File: config.mk
export PLATFORM = sky130hd
export DESIGN_NAME = page_stream_sched
export DESIGN_NICKNAME = d
export VERILOG_FILES = /design/src/rtl/pss_pkg.sv /design/src/rtl/pss_refresh_timer.sv /design/src/rtl/pss_page_ctr.sv /design/src/rtl/pss_beat_ctr.sv /design/src/rtl/pss_arbiter.sv /design/src/rtl/page_stream_sched.sv
export SDC_FILE = /design/constraint.sdc
export NUM_CORES = 1
export LEC_CHECK = 0
export ABC_AREA = 1
export BUFFER_PORTS_ARGS = -buffer_cell sky130_fd_sc_hd__buf_2
export CAP_MARGIN = 20
export CORE_ASPECT_RATIO = 0.8
export CORE_UTILIZATION = 52
export DETAILED_ROUTE_END_ITERATION = 8
export PLACE_DENSITY = 0.93
export SLEW_MARGIN = 20
export SYNTH_ARGS = -nofsm -noshare
export SYNTH_HDL_FRONTEND = slang
export SYNTH_SLANG_ARGS = --single-unit
File: constraint.sdc
create_clock -name clk -period 4.5 [get_ports clk]
set_input_delay 0.9 -clock clk [delete_from_list [all_inputs] [get_ports clk]]
set_output_delay 0.9 -clock clk [all_outputs]
set_load 0.02 [all_outputs]
File: src/rtl/pss_pkg.sv
`timescale 1ns/1ps
package pss_pkg;

  // Command codes seen by the memory on mem_cmd
  typedef enum logic [1:0] {
    CMD_NONE    = 2'd0,
    CMD_WRITE   = 2'd1,
    CMD_READ    = 2'd2,
    CMD_REFRESH = 2'd3
  } cmd_e;

  typedef enum logic [1:0] {
    ST_IDLE = 2'd0,
    ST_REQ  = 2'd1,
    ST_XFER = 2'd2
  } state_e;

  // True when a FIFO count covers one whole page
  function automatic logic covers_page(input int unsigned amount,
                                       input int unsigned page_words);
    return amount >= page_words;
  endfunction

  // Page number after a completed burst, wrapping at the page count
  function automatic int unsigned page_after(input int unsigned page,
                                             input int unsigned count);
    return (page + 1 >= count) ? 0 : page + 1;
  endfunction

  // Fixed priority: refresh, then write, then read
  function automatic cmd_e pick_cmd(input logic ref_pend,
                                    input logic wr_ok,
                                    input logic rd_ok);
    if (ref_pend)   return CMD_REFRESH;
    else if (wr_ok) return CMD_WRITE;
    else if (rd_ok) return CMD_READ;
    return CMD_NONE;
  endfunction

endpackage

File: src/rtl/pss_refresh_timer.sv
`timescale 1ns/1ps
module pss_refresh_timer #(
  parameter int unsigned PERIOD = 780,
  localparam int unsigned CNT_W = (PERIOD > 1) ? $clog2(PERIOD) : 1
) (
  input  logic clk,
  input  logic rst,
  input  logic service,
  output logic pending
);
  logic [CNT_W-1:0] count;
  logic             tick;

  assign tick = (count == CNT_W'(PERIOD - 1));

  always_ff @(posedge clk) begin
    if (rst) begin
      count   <= '0;
      pending <= 1'b0;
    end else begin
      count   <= tick ? '0 : count + 1'b1;
      pending <= (pending & ~service) | tick;
    end
  end
endmodule

File: src/rtl/pss_page_ctr.sv
`timescale 1ns/1ps
module pss_page_ctr
  import pss_pkg::*;
#(
  parameter int unsigned PAGE_COUNT = 1024,
  parameter int unsigned PG_W       = 10
) (
  input  logic            clk,
  input  logic            rst,
  input  logic            restart,
  input  logic            advance,
  output logic [PG_W-1:0] page
);
  always_ff @(posedge clk) begin
    if (rst || restart) page <= '0;
    else if (advance)   page <= PG_W'(page_after(32'(page), PAGE_COUNT));
  end
endmodule

File: src/rtl/pss_beat_ctr.sv
`timescale 1ns/1ps
module pss_beat_ctr #(
  parameter int unsigned PAGE_WORDS = 512,
  localparam int unsigned BC_W = (PAGE_WORDS > 1) ? $clog2(PAGE_WORDS) : 1
) (
  input  logic clk,
  input  logic rst,
  input  logic beat,
  output logic last
);
  logic [BC_W-1:0] idx;

  assign last = beat && (idx == BC_W'(PAGE_WORDS - 1));

  always_ff @(posedge clk) begin
    if (rst)       idx <= '0;
    else if (last) idx <= '0;
    else if (beat) idx <= idx + 1'b1;
  end
endmodule

File: src/rtl/pss_arbiter.sv
`timescale 1ns/1ps
module pss_arbiter
  import pss_pkg::*;
(
  input  logic idle,
  input  logic ref_pend,
  input  logic wr_ok,
  input  logic rd_ok,
  output cmd_e grant
);
  always_comb begin
    grant = CMD_NONE;
    if (idle) grant = pick_cmd(ref_pend, wr_ok, rd_ok);
  end
endmodule

File: src/rtl/page_stream_sched.sv
`timescale 1ns/1ps
module page_stream_sched
  import pss_pkg::*;
#(
  parameter int unsigned DATA_W         = 16,
  parameter int unsigned PAGE_WORDS     = 512,
  parameter int unsigned PAGE_COUNT     = 1024,
  parameter int unsigned REFRESH_PERIOD = 780,
  parameter int unsigned LVL_W          = 12,
  localparam int unsigned PG_W = (PAGE_COUNT > 1) ? $clog2(PAGE_COUNT) : 1
) (
  input  logic              clk,
  input  logic              rst,
  input  logic              restart,
  input  logic [LVL_W-1:0]  in_level,
  input  logic [DATA_W-1:0] in_data,
  output logic              in_pop,
  input  logic [LVL_W-1:0]  out_free,
  output logic [DATA_W-1:0] out_data,
  output logic              out_push,
  output logic              mem_req,
  output logic [1:0]        mem_cmd,
  output logic [PG_W-1:0]   mem_page,
  input  logic              mem_ack,
  input  logic              mem_beat,
  output logic [DATA_W-1:0] mem_wdata,
  input  logic [DATA_W-1:0] mem_rdata,
  output logic              busy
);
  state_e state;
  cmd_e   cur_cmd;
  cmd_e   grant_cmd;

  // Named internal events, also observed by the bound checker
  logic ref_pend, ref_service;
  logic wr_ok, rd_ok;
  logic xfer_beat, burst_last;
  logic wr_done, rd_done;
  logic [1:0]           dir_adv;
  logic [1:0][PG_W-1:0] dir_page;
  logic [PG_W-1:0]      wr_page, rd_page;

  assign wr_ok = covers_page(32'(in_level), PAGE_WORDS);
  assign rd_ok = covers_page(32'(out_free), PAGE_WORDS);

  pss_refresh_timer #(.PERIOD(REFRESH_PERIOD)) u_refresh (
    .clk(clk), .rst(rst), .service(ref_service), .pending(ref_pend)
  );

  pss_arbiter u_arb (
    .idle(state == ST_IDLE), .ref_pend(ref_pend),
    .wr_ok(wr_ok), .rd_ok(rd_ok), .grant(grant_cmd)
  );

  pss_beat_ctr #(.PAGE_WORDS(PAGE_WORDS)) u_beats (
    .clk(clk), .rst(rst), .beat(xfer_beat), .last(burst_last)
  );

  // One page counter per direction: index 0 write, index 1 read
  for (genvar d = 0; d < 2; d++) begin : g_dir
    pss_page_ctr #(.PAGE_COUNT(PAGE_COUNT), .PG_W(PG_W)) u_page (
      .clk(clk), .rst(rst), .restart(restart),
      .advance(dir_adv[d]), .page(dir_page[d])
    );
  end

  assign wr_page = dir_page[0];
  assign rd_page = dir_page[1];

  assign xfer_beat   = (state == ST_XFER) && mem_beat;
  assign wr_done     = burst_last && (cur_cmd == CMD_WRITE);
  assign rd_done     = burst_last && (cur_cmd == CMD_READ);
  assign dir_adv     = {rd_done, wr_done};
  assign ref_service = (state == ST_REQ) && (cur_cmd == CMD_REFRESH) && mem_ack;

  always_ff @(posedge clk) begin
    if (rst) begin
      state   <= ST_IDLE;
      cur_cmd <= CMD_NONE;
    end else begin
      unique case (state)
        ST_IDLE: if (grant_cmd != CMD_NONE) begin
          state   <= ST_REQ;
          cur_cmd <= grant_cmd;
        end
        ST_REQ: if (mem_ack) begin
          state <= (cur_cmd == CMD_REFRESH) ? ST_IDLE : ST_XFER;
        end
        ST_XFER: if (burst_last) state <= ST_IDLE;
        default: state <= ST_IDLE;
      endcase
    end
  end

  assign busy     = (state != ST_IDLE);
  assign mem_req  = (state == ST_REQ);
  assign mem_cmd  = mem_req ? cur_cmd : CMD_NONE;

  always_comb begin
    mem_page = '0;
    if (busy && cur_cmd == CMD_WRITE) mem_page = wr_page;
    if (busy && cur_cmd == CMD_READ)  mem_page = rd_page;
  end

  assign in_pop    = xfer_beat && (cur_cmd == CMD_WRITE);
  assign out_push  = xfer_beat && (cur_cmd == CMD_READ);
  assign mem_wdata = in_data;
  assign out_data  = mem_rdata;
endmodule

==> results.json <==
{
  "stdcell_count": 423,
  "crit_fanout": 9,
  "placedCellCount": 416,
  "peakVddDrop_mv": 0.191,
  "ant_nets": 0,
  "drtIter0Drc": 184,
  "clkTransAtPathRegs_ps": 80,
  "antenna_found_initial": 0,
  "antenna_cells": 0,
  "layout.nets": 429,
  "worstSkewPairLatency_ps": 290,
  "synth_top_family_by_area": "simple AND/OR/NAND/NOR gates",
  "track_usage_pct": 21.3,
  "die_area_um2": 5180,
  "power_density_nw_per_um2": 280,
  "drc": 0,
  "hp-start": "u_refresh.count[0]$_SDFF_PP0_",
  "setup_tns_ps": 0,
  "period_share_pct": 60.4,
  "async_reset_ff_share_pct": 0,
  "path_buf_inv": 2,
  "start_kind": "register",
  "firstDrtPassIters": 4,
  "syn_avg_cell_area_um2": 6.97,
  "fin_total_pwr_w": 0.000727,
  "synthCells": 365,
  "syn_area_um2": 2540,
  "grt_max_degree": 13,
  "holdCritPathClass": "reg2reg",
  "htreeDepth": 2,
  "timing.reg2reg.worst_path_depth": 11,
  "synth_edf_count": 0,
  "holdPathStages": 1,
  "critPathTopFamily": "simple AND/OR/NAND/NOR gates",
  "ys_ff_latch": 44,
  "worst_slack_ps": 1780,
  "finalHoldViolCount": 0,
  "endpoint_kind": "output pin",
  "maxCapViolations": 0,
  "syn-num-nets": 431,
  "layout-drive-gt1-share_pct": 12.9,
  "cts_resized": 0,
  "rsz0062_at_grt": "false",
  "core_um2": 4650,
  "syn2layout_area_growth_pct": 1.87,
  "cts-root-buf": "clkbuf_8",
  "fillers": 435,
  "synth.distinct_cells": 29,
  "rows": 22,
  "ys.flop_type": "dfxtp_1",
  "post_cts_buffers": 0,
  "synth_mux_area_share_pct": 0,
  "wl_met2_um": 2520,
  "reg2reg_from": "u_beats.idx[1]$_SDFFE_PP0P_",
  "synth_xor_area_share_pct": 3.10,
  "globalRouteOverflowTotal": 0,
  "grt_pass1_vias": 2009,
  "crit_type": "reg2out",
  "cp_slowest_cell": "dfxtp_1",
  "yosys_warnings": 0,
  "die_w_um": 80.2,
  "fmax_mhz": 368,
  "clock_sinks": 44,
  "skew_ps": 3.47,
  "synth-adder-area-share_pct": 2.46,
  "critPathRequiredTime_ps": 3600,
  "grt_pass1_wl_um": 8650,
  "mostFrequentLayoutCells": "nand2_1 (65), nor2_1 (45), dfxtp_1 (44)",
  "slew_headroom_pct": 58.3,
  "yosys.area_share.simple_pct": 33.5,
  "synth-compound-area-share_pct": 9.54,
  "fp.dieH_um": 64.6,
  "totalWireLength_um": 5290,
  "clock_path_buffers": 2,
  "slowest_delay_ps": 410,
  "ctsHoldBuffers": 0,
  "r2r_end": "u_beats.idx[6]$_SDFFE_PP0P_",
  "hold_end": "u_refresh.count[0]$_SDFF_PP0_",
  "routabilityCongestion": 0.890,
  "port_buffers": 26,
  "start_util_pct": 54.7,
  "fin_crit_ps": 2720,
  "wl_met1_um": 2340,
  "status": "complete, no violations",
  "cts_inserted_buffers": 5,
  "r2r_setup_slack_ps": 2370,
  "seq_area_frac_synth_pct": 34.6,
  "cts_tree": "built",
  "path_cells": "nor2_1 > clkinv_1 > nand2_1 > o22ai_1 > buf_2",
  "drv_slew": 0,
  "dpl.hpwl_um": 3880,
  "worst_pin_slew_ps": 623,
  "final_common_cell": "nand2_1",
  "highest_layer": "met4",
  "wl_met3_um": 334,
  "dp_slack_ps": 2080,
  "crit_arrival_ps": 1820,
  "routedWlPerCell_um": 12.5,
  "setup_violations": 0,
  "ios": 109,
  "avgViaCountPerCell": 5.46,
  "finalHoldWorstSlack_ps": 458,
  "vias": 2310,
  "leakage_nw": 0.972
}
[synthesized netlist by cell type (3+ instances only)]
library cell,n,area [um^2]
o21ai_0,14,70.1
nor3_1,16,80.1
nand2_1,65,244
a21oi_1,23,115
nand3_1,27,135
inv_1,43,161
xor2_1,7,61.3
nor2_1,45,169
ha_1,5,62.6
nand4_1,12,75.1
buf_4,32,240
dfxtp_1,44,881
nor2_4,4,45.0
nand2_2,3,18.8
o22ai_1,5,31.3
[worst register-to-register path, delay by kind of cell, from the launching register on]
kind / cells / cell delay (ps)
DFF: 1 / 370
buffers and inverters: 2 / 150
adders and majority gates: 2 / 470
AOI/OAI and AO/OA: 1 / 80
and+or+nand+nor: 6 / 970
[state kept, by name (all words and copies together), names as in the netlist]
signal	count
g_dir.u_page.page	20
u_refresh.count	10
u_beats.idx	9
cur_cmd	2
state	2
u_refresh.pending	1
[stage by stage]
| step | utilization, % | cell area, um^2 |
|---|---|---|
| final | 55.7 | 2590 |
| after global routing | 55.7 | 2590 |
| after CTS | 55.7 | 2590 |
| after detailed placement | 53.7 | 2500 |
| after global placement | 53.7 | 2500 |
| after floorplan | - | 2540 |
[per-layer routing]
layer	global-route usage, %	up-vias
li1	-	1149
met1	26.2	1067
met2	34.6	79
met3	5.49	15
met4	10.0	0
met5	0	-
[area by class of cell]
type	count	area [um^2]	share of cell area (%)
Inverter	46	173	6.66
Multi-Input combinational cell	240	1240	47.7
Clock buffer	7	96.3	3.72
Timing Repair Buffer	26	130	5.02
Tap cell	60	75.1	2.90
Sequential cell	44	881	34.0
[kinds of logic (layout without fill, tap and decap cells)]
| logic type | after synthesis | in the layout |
|---|---|---|
| xor+xnor | 9 | 9 |
| buf+inv | 81 | 79 |
| fa+ha+maj | 5 | 5 |
| flops | 44 | 44 |
| compound gates | 46 | 46 |
| simple gates | 180 | 180 |
[worst max-delay path by stage]
stage	from	end	slack, ps	cells past startpoint
global placement	mem_beat	out_push	2090	4
global route	state[1]$_SDFFE_PP0P_	mem_page[6]	1640	5
CTS	state[1]$_SDFFE_PP0P_	mem_page[6]	1810	5
detailed placement	mem_beat	out_push	2080	4
finish	state[1]$_SDFFE_PP0P_	mem_page[9]	1780	5
floorplan	state[1]$_SDFFE_PP0P_	mem_page[1]	2170	5
[report_power, final]
part | total (W) | internal, W | switching [W]
registers | 0.000402 | 0.000395 | 0.00000673
clock network | 0.000265 | 0.000137 | 0.000128
logic | 0.0000603 | 0.0000172 | 0.0000431
No activity file was read; power rests on OpenSTA's default activity.
